`config.mk`:
```
export PLATFORM = sky130hd
export DESIGN_NAME = uart_rx_capture
export DESIGN_NICKNAME = d
export VERILOG_FILES = /design/src/rtl/rxcap_pkg.sv /design/src/rtl/rxcap_sync.sv /design/src/rtl/rxcap_core.sv /design/src/rtl/uart_rx_capture.sv
export SDC_FILE = /design/constraint.sdc
export NUM_CORES = 1
export LEC_CHECK = 0
export BUFFER_PORTS_ARGS = -buffer_cell sky130_fd_sc_hd__buf_4
export CAP_MARGIN = 20
export CORE_MARGIN = 8
export CORE_UTILIZATION = 62
export CTS_CLUSTER_DIAMETER = 30
export DETAILED_ROUTE_END_ITERATION = 12
export PLACE_DENSITY = 0.84
export SLEW_MARGIN = 25
export SYNTH_ARGS = -nofsm -noshare
export SYNTH_HDL_FRONTEND = slang
export SYNTH_SLANG_ARGS = --single-unit
```
`constraint.sdc`:
```
create_clock -name clk -period 5.6 [get_ports clk]
set_clock_uncertainty 0.05 [all_clocks]
set_input_delay 0.56 -clock clk [delete_from_list [all_inputs] [get_ports clk]]
set_output_delay 0.56 -clock clk [all_outputs]
set_load 0.02 [all_outputs]
```
`src/rtl/rxcap_pkg.sv`:
```
package rxcap_pkg;
    typedef enum logic [2:0] {
        ST_IDLE,
        ST_START,
        ST_DATA,
        ST_PAR,
        ST_STOP,
        ST_WAIT_HI
    } rx_state_e;
endpackage

```
`src/rtl/rxcap_sync.sv`:
```
module rxcap_sync #(
    parameter int STAGES = 2
) (
    input  logic clk,
    input  logic rst_n,
    input  logic async_in,
    output logic sync_out
);
    logic [STAGES-1:0] chain_q;
    logic [STAGES-1:0] chain_d;

    always_comb begin
        chain_d = {chain_q[STAGES-2:0], async_in};
    end

    always_ff @(posedge clk or negedge rst_n) begin
        if (!rst_n) chain_q <= '1;
        else        chain_q <= chain_d;
    end

    assign sync_out = chain_q[STAGES-1];
endmodule

```
`src/rtl/rxcap_core.sv`:
```
module rxcap_core
    import rxcap_pkg::*;
#(
    parameter int OSR      = 16,
    parameter int MIN_BITS = 5,
    parameter int MAX_BITS = 8,
    parameter int LEN_W    = 2
) (
    input  logic                clk,
    input  logic                rst_n,
    input  logic                enable,
    input  logic                os_tick,
    input  logic                line_s,
    input  logic [LEN_W-1:0]    data_len,
    input  logic                parity_en,
    input  logic                parity_odd,
    input  logic                rd_strobe,
    output logic [MAX_BITS-1:0] word_o,
    output logic                ready_o,
    output logic                perr_o,
    output logic                ferr_o
);
    localparam int CNT_W = $clog2(OSR);
    localparam int IDX_W = $clog2(MAX_BITS);
    localparam logic [CNT_W-1:0] MID_CNT  = CNT_W'(OSR / 2 - 1);
    localparam logic [CNT_W-1:0] LAST_CNT = CNT_W'(OSR - 1);

    typedef struct packed {
        rx_state_e           state;
        logic [CNT_W-1:0]    tick_cnt;
        logic [IDX_W-1:0]    bit_idx;
        logic [MAX_BITS-1:0] shreg;
        logic                par_acc;
        logic                par_bad;
        logic [MAX_BITS-1:0] word;
        logic                perr;
        logic                ferr;
        logic                ready;
    } rx_regs_t;

    rx_regs_t r_q, r_d;
    logic [IDX_W-1:0] last_idx;
    logic             complete;

    assign last_idx = IDX_W'(MIN_BITS - 1) + IDX_W'(data_len);

    always_comb begin
        r_d      = r_q;
        complete = 1'b0;
        if (!enable) begin
            r_d.state    = ST_IDLE;
            r_d.tick_cnt = '0;
        end else if (os_tick) begin
            case (r_q.state)
                ST_IDLE: begin
                    if (!line_s) begin
                        r_d.state    = ST_START;
                        r_d.tick_cnt = '0;
                    end
                end
                ST_START: begin
                    if (r_q.tick_cnt == MID_CNT) begin
                        r_d.tick_cnt = '0;
                        if (!line_s) begin
                            r_d.state   = ST_DATA;
                            r_d.bit_idx = '0;
                            r_d.shreg   = '0;
                            r_d.par_acc = 1'b0;
                            r_d.par_bad = 1'b0;
                        end else begin
                            r_d.state = ST_IDLE;
                        end
                    end else begin
                        r_d.tick_cnt = r_q.tick_cnt + 1'b1;
                    end
                end
                ST_DATA: begin
                    if (r_q.tick_cnt == LAST_CNT) begin
                        r_d.tick_cnt              = '0;
                        r_d.shreg[r_q.bit_idx]    = line_s;
                        r_d.par_acc               = r_q.par_acc ^ line_s;
                        if (r_q.bit_idx == last_idx)
                            r_d.state = parity_en ? ST_PAR : ST_STOP;
                        else
                            r_d.bit_idx = r_q.bit_idx + 1'b1;
                    end else begin
                        r_d.tick_cnt = r_q.tick_cnt + 1'b1;
                    end
                end
                ST_PAR: begin
                    if (r_q.tick_cnt == LAST_CNT) begin
                        r_d.tick_cnt = '0;
                        r_d.par_bad  = line_s ^ r_q.par_acc ^ parity_odd;
                        r_d.state    = ST_STOP;
                    end else begin
                        r_d.tick_cnt = r_q.tick_cnt + 1'b1;
                    end
                end
                ST_STOP: begin
                    if (r_q.tick_cnt == LAST_CNT) begin
                        r_d.tick_cnt = '0;
                        r_d.word     = r_q.shreg;
                        r_d.perr     = r_q.par_bad;
                        r_d.ferr     = ~line_s;
                        r_d.ready    = 1'b1;
                        complete     = 1'b1;
                        r_d.state    = line_s ? ST_IDLE : ST_WAIT_HI;
                    end else begin
                        r_d.tick_cnt = r_q.tick_cnt + 1'b1;
                    end
                end
                ST_WAIT_HI: begin
                    if (line_s) r_d.state = ST_IDLE;
                end
                default: r_d.state = ST_IDLE;
            endcase
        end
        if (rd_strobe && !complete) r_d.ready = 1'b0;
    end

    always_ff @(posedge clk or negedge rst_n) begin
        if (!rst_n) r_q <= '{state: ST_IDLE, default: '0};
        else        r_q <= r_d;
    end

    assign word_o  = r_q.word;
    assign ready_o = r_q.ready;
    assign perr_o  = r_q.perr;
    assign ferr_o  = r_q.ferr;

    // a freshly stored word carries nothing above the configured length
    a_r3_upper_zero: assert property (@(posedge clk) disable iff (!rst_n)
        $rose(ready_o) |-> ((word_o >> (MIN_BITS + int'(data_len))) == '0));

    // a read with no frame finishing clears the flag but keeps the word
    a_r7_read_clears: assert property (@(posedge clk) disable iff (!rst_n)
        (rd_strobe && !(os_tick && enable && r_q.state == ST_STOP && r_q.tick_cnt == LAST_CNT))
        |=> (!ready_o && $stable(word_o)));

    // disabled receiver sits idle
    a_r8_disable_idle: assert property (@(posedge clk) disable iff (!rst_n)
        !enable |=> (r_q.state == ST_IDLE));

    // a high line never leaves idle
    a_r2_idle_holds: assert property (@(posedge clk) disable iff (!rst_n)
        (r_q.state == ST_IDLE && line_s) |=> (r_q.state == ST_IDLE));

    // a low stop bit leads to waiting for a high line
    a_r9_wait_high: assert property (@(posedge clk) disable iff (!rst_n)
        ($rose(ready_o) && ferr_o && enable) |-> (r_q.state == ST_WAIT_HI));

    // no parity error can be reported when parity is off
    a_r4_no_par_err: assert property (@(posedge clk) disable iff (!rst_n)
        ($rose(ready_o) && !parity_en) |-> !perr_o);
endmodule

```
`src/rtl/uart_rx_capture.sv`:
```
module uart_rx_capture #(
    parameter int OSR       = 16,
    parameter int MIN_BITS  = 5,
    parameter int MAX_BITS  = 8,
    parameter int SYNC_LEN  = 2,
    localparam int LEN_W    = $clog2(MAX_BITS - MIN_BITS + 1)
) (
    input  logic                clk,
    input  logic                rst_n,
    input  logic                enable,
    input  logic                os_tick,
    input  logic                rx_in,
    input  logic [LEN_W-1:0]    data_len,
    input  logic                parity_en,
    input  logic                parity_odd,
    input  logic                rd_strobe,
    output logic [MAX_BITS-1:0] rx_data,
    output logic                rx_ready,
    output logic                parity_err,
    output logic                frame_err
);
    logic line_s;

    rxcap_sync #(.STAGES(SYNC_LEN)) sync_i (
        .clk      (clk),
        .rst_n    (rst_n),
        .async_in (rx_in),
        .sync_out (line_s)
    );

    rxcap_core #(
        .OSR      (OSR),
        .MIN_BITS (MIN_BITS),
        .MAX_BITS (MAX_BITS),
        .LEN_W    (LEN_W)
    ) core_i (
        .clk        (clk),
        .rst_n      (rst_n),
        .enable     (enable),
        .os_tick    (os_tick),
        .line_s     (line_s),
        .data_len   (data_len),
        .parity_en  (parity_en),
        .parity_odd (parity_odd),
        .rd_strobe  (rd_strobe),
        .word_o     (rx_data),
        .ready_o    (rx_ready),
        .perr_o     (parity_err),
        .ferr_o     (frame_err)
    );
endmodule

```
Yosys cells after proc, flatten, opt, wreduce, memory -nomap -nowiden
Index checks and enable logic that the tools add are counted.

$add $sub $neg: 3. $lt $le $gt $ge: 2. Equality and inequality tests: 22. Mux-type cells: 34. Bitwise operators: 3. Reduce and logical (&&, ||, !) cells: 18.

Operator list (count): $mux W31 (1); $mux W3 (9); $mux W13 (2); $pmux W12 S2 (1); $mux W11 (2); $pmux W3 S6 (1); $ne A3 B2 Y1 const B (5); $mux W7 (2); $mux W12 (1); $pmux W4 S3 (1); $reduce_and A6 Y1 (2); $reduce_bool A2 Y1 (6); $bwmux W8 (1); $mux W1 (8); $mux W4 (2); $ne A2 B1 Y1 const B (4); $reduce_and A4 Y1 (2); $reduce_and A8 Y1 (1); $reduce_and A7 Y1 (1); $eq A3 B2 Y1 const B (2); $eq A3 B3 Y1 const B (2); $ne A3 B3 Y1 const B (2); $add A4 B1 Y4 const B (1); $eq A4 B3 Y1 const B (1); other kinds (19) (22).

Register bits after elaboration: 33. Input bits: 10. Output and inout port bits: 11. Logic and storage cells: 93.

Depth between registers and ports, before layout
Depth after elaboration: 10. Mapped depth: 6. Depth with buffers taken out: 5.

Cells and area by module
A second synthesis with hierarchy kept.

Cell total of the unflattened synthesis: 193. Area total of the unflattened synthesis: 1840.5 um^2.

Modules (own cells, without submodules): rxcap_core (times used 1, cells an instance 191, area each 1788.0 um^2, seq. area each 775.7 um^2); rxcap_sync (times used 1, cells an instance 2, area each 52.6 um^2, seq. area each 52.6 um^2).

Worst setup path before layout
No wires, ideal clock.

Path type: register -> register. From: register core_i.r_q[29] in the netlist's numbering. To: register core_i.r_q[21] in the netlist's numbering. Library setup time: 125 ps. Data arrival time: 1863 ps. Data required time: 5425 ps. Slack: 3562 ps. Cell stages (with the launch flop): 6. Cells stage by stage: dfrtp_1 > buf_6 > or4b_4 > a2111oi_4 > o21ai_1 > mux2_4.

Cells in the longest elaborated chain, start to end: 3.

Ends and longest elaborated chain: start, declared (line rxcap_core.sv:41) `rx_regs_t r_q, r_d;`; start signal, assigned (line rxcap_core.sv:123) `else r_q <= r_d;`; $eq A3 B2 Y1 / $eq A3 B1 Y1 (equally long branches) (line rxcap_core.sv:54) `case (r_q.state)`; $ne A2 B2 Y1 (no source line) (tied with other cells); $reduce_and A7 Y1 (no source line).

Parallel ways exist; a longest one is shown, timed or not. A chain may end at the register's enable or synchronous reset.

Worst setup path in the final report
From: register core_i.r_q[28] in the netlist's numbering. To: register core_i.r_q[21] in the netlist's numbering.

The elaborated chain is that of the path after synthesis.

==> summary.md <==
| Metric | Value |
|---|---|
| Maximum number of pins on one net before global-route repair | `34` |
| Area enclosed by the die boundary | `0.00509 mm^2` |
| I/O Pins | `21` |
| Buffers on Ports | `20` |
| Slew @ Worst Pin | `624 ps` |
| Clock latency reported for the late side of the worst-skew pair | `340 ps` |
| HP Class | `primary input to async pin` |
| R2r setup slk | `3260 ps` |
| Worst slew margin relative to its limit | `0.583` |
| Reg2Reg Depth | `4` |
| Final worst-path setup slack | `3260 ps` |
| Number of sinks handled by clock tree synthesis | `33` |
| Data arrival at the endpoint of the critical path | `2520 ps` |
| Count of warnings emitted by yosys | `0` |
| Required time of the critical path | `5780 ps` |
| Area growth from synthesis to layout | `6.99%` |
| Buffer count from post-CTS setup fixing | `0` |
| Final standard cell area without fillers | `0.00203 mm^2` |
| Routed via count | `1455` |
| Tcrit/Tclk final | `0.418` |
| Post-CTS Hold Fix Bufs | `0` |
| Worst slack at placement | `3300 ps` |
| Fraction of final layout cells with drive strength greater than 1 | `0.247` |
| Startpoint type of the worst setup path | `flop` |
| ANT nets after route | `0` |
| Synthesis-stage register bit count | `33` |
| Initial detailed-routing violation count | `95` |
| Min Clock Period, post-route | `2340 ps` |
| Share of the synthesized area in the top cell type | `0.409` |
| Cell count after synthesis | `191` |
| Static leakage power | `0.934 nW` |
| Post-detailed-route DRC marker count | `0` |
| Die width | `71.3 um` |
| Post-place instance area | `0.00197 mm^2` |
| CORE AREA | `0.00298 mm^2` |
| Critical path peak fanout | `21` |
| Final weighted congestion in routability-driven placement | `0.811` |
| Height of the die | `71.3 um` |
| # diodes | `0` |
| Post-layout power | `0.000401 W` |
| Antenna violations before repair | `0` |
| Syn Nets | `203` |
| Count of nets after finishing | `209` |
| Kind of critical path | `flop to flop` |
| Final slew viol count | `0` |
| Cell area power density | `198 mW/mm^2` |
| Mapped Area | `0.00190 mm^2` |
| Final Routed Wirelength | `3790 um` |
| Row count | `20` |
| Endpoint class of the critical path | `flop` |
| Clock tree from TritonCTS | `built` |
| Clock slew at the register clock pins of the worst setup and hold paths | `110 ps` |
| Result of the run | `finished, final reports clean` |
| Average footprint of a synthesized cell | `9.93 um^2` |
| Wire length per cell after detailed routing | `16.4 um` |
| Timing-limited maximum frequency | `428 MHz` |
| Number of distinct standard cells referenced by the synthesized netlist | `48` |
| Total global-route track usage | `0.156` |
| Wire length of the first global-routing pass | `6360 um` |
| Reg-to-reg critical path startpoint | `core_i.r_q[28]` |
| Resized cells post-CTS | `0` |
| Number of global-route vias before repair | `1367` |
| Number of hold violations in the final report | `0` |
| Main area contributors after synthesis | `dfrtp_1 (41%), mux2_2 (5.3%), o21ai_0 (4.2%)` |
| RSZ-0062 raised after global routing | `false` |
| Number of buffers inserted during clock tree synthesis | `5` |
| Capture point of the worst reg-to-reg path | `core_i.r_q[21]` |
| Max-cap check violation count | `0` |
| Post-DP HPWL | `2700 um` |
| TNS Setup | `0 ps` |
| CTS root buf | `clkbuf_4` |
| Per-cell via count in the routed design | `6.30` |
| Proportion of synthesized chip area in sequential cells | `0.437` |
| Detailed-routing iteration count for the pre-antenna-repair pass | `4` |
| Setup violation total in the final timing report | `0` |
| Worst slack on hold paths | `92.1 ps` |
| Clock Tree Buf Depth | `2` |
| Cell taking the most area after synthesis | `dfrtp_1` |
| Congestion Overflow GR | `0` |
| IR drop worst, VDD | `0.148 mV` |
| Initial core utilization | `0.637` |
| CTS H-Tree Depth | `2` |
-- placed cells by master, fill, tap and decap left out, types with 5 or more instances in the layout --
| cell | n |
|---|---|
| inv_1 | 6 |
| nor2_1 | 6 |
| a31oi_1 | 5 |
| o21ai_1 | 9 |
| o21ai_0 | 16 |
| a21oi_1 | 6 |
| dfrtp_1 | 31 |
| nand4_1 | 5 |
| nor2b_1 | 5 |
| nand2_1 | 11 |
| mux2_2 | 9 |
| clkbuf_4 | 5 |
| buf_4 | 21 |
-- final cells by class --
class	count	area [um^2]
Clock inverter	3	17.5
Sequential cell	33	828
Fill cell	238	948
Clock buffer	5	37.5
Tap cell	33	41.3
Inverter	6	22.5
Multi-Input combinational cell	130	925
Timing Repair Buffer	21	158
-- worst max-delay path by stage --
stage	from	end	slack (ps)	cells past startpoint
3_3_place_gp	core_i.r_q[28]	core_i.r_q[21]	3380	4
4_1_cts	core_i.r_q[28]	core_i.r_q[21]	3280	4
3_5_place_dp	core_i.r_q[28]	core_i.r_q[21]	3300	4
5_1_grt	core_i.r_q[28]	core_i.r_q[21]	3140	4
6_report	core_i.r_q[28]	core_i.r_q[21]	3260	4
2_1_floorplan	core_i.r_q[29]	core_i.r_q[21]	3560	5
-- where the power goes --
part           leakage (nW)  switching (W)  internal, W   total, W
combinational         0.454      0.0000142    0.0000111  0.0000253
clock                0.0310      0.0000835    0.0000472   0.000131
sequential            0.449     0.00000453     0.000240   0.000245
-- cell families (layout without fill, tap and decap cells) --
group	Yosys count	in the layout	synth area share
flip-flops	33	33	0.437
AO/OA/AOI/OAI	54	54	0.188
adder cells (fa/ha/maj)	2	2	0.0132
XOR/XNOR	6	6	0.0277
AND/OR/NAND/NOR	54	54	0.176
multiplexers	14	14	0.0825
buffers and inverters	28	35	0.0759
-- critical path: stages (launching register included) --
cell       delay, ps
dfrtp_1          680
or4b_4           550
a2111oi_4        510
o21ai_1          160
mux2_4           280
-- cells in the mapped netlist (all sizes together) --
master	number
a2111o	1
a2111oi	1
a211o	1
a211oi	2
a21o	2
a21oi	6
a22o	1
a31o	1
a31oi	5
a41o	1
and3	2
and3b	2
buf	10
clkbuf	12
dfrtp	31
dfstp	2
ha	2
inv	6
mux2	10
mux2i	4
nand2	11
nand2b	2
nand3	4
nand3b	2
nand4	6
nand4b	2
nor2	6
nor2b	5
nor3	3
nor3b	3
nor4bb	1
o21a	2
o21ai	25
o22ai	1
o31ai	4
o32ai	1
or3b	2
or4b	2
or4bb	1
xnor2	4
xor2	2
-- per-layer routing --
metal	global-route usage	vias up	share of wire
met5	0	-	0
met4	0.0485	0	0.014
met3	0.0697	7	0.078
met2	0.242	53	0.48
met1	0.190	687	0.43
li1	-	708	-
-- state kept, by name, summed over array words and instances, names as in the netlist --
signal / cells
core_i.r_q: 20
core_i.word_o: 8
sync_i.chain_q: 2
core_i.ferr_o: 1
core_i.perr_o: 1
core_i.ready_o: 1
-- metrics by stage --
step / cells / util
global route: 231 / 0.682
CTS: 231 / 0.682
finish: 231 / 0.682
global placement: 223 / 0.663
floorplan: 191 / -
detailed placement: 223 / 0.663
Note: power is estimated with default switching activity, not from simulation.
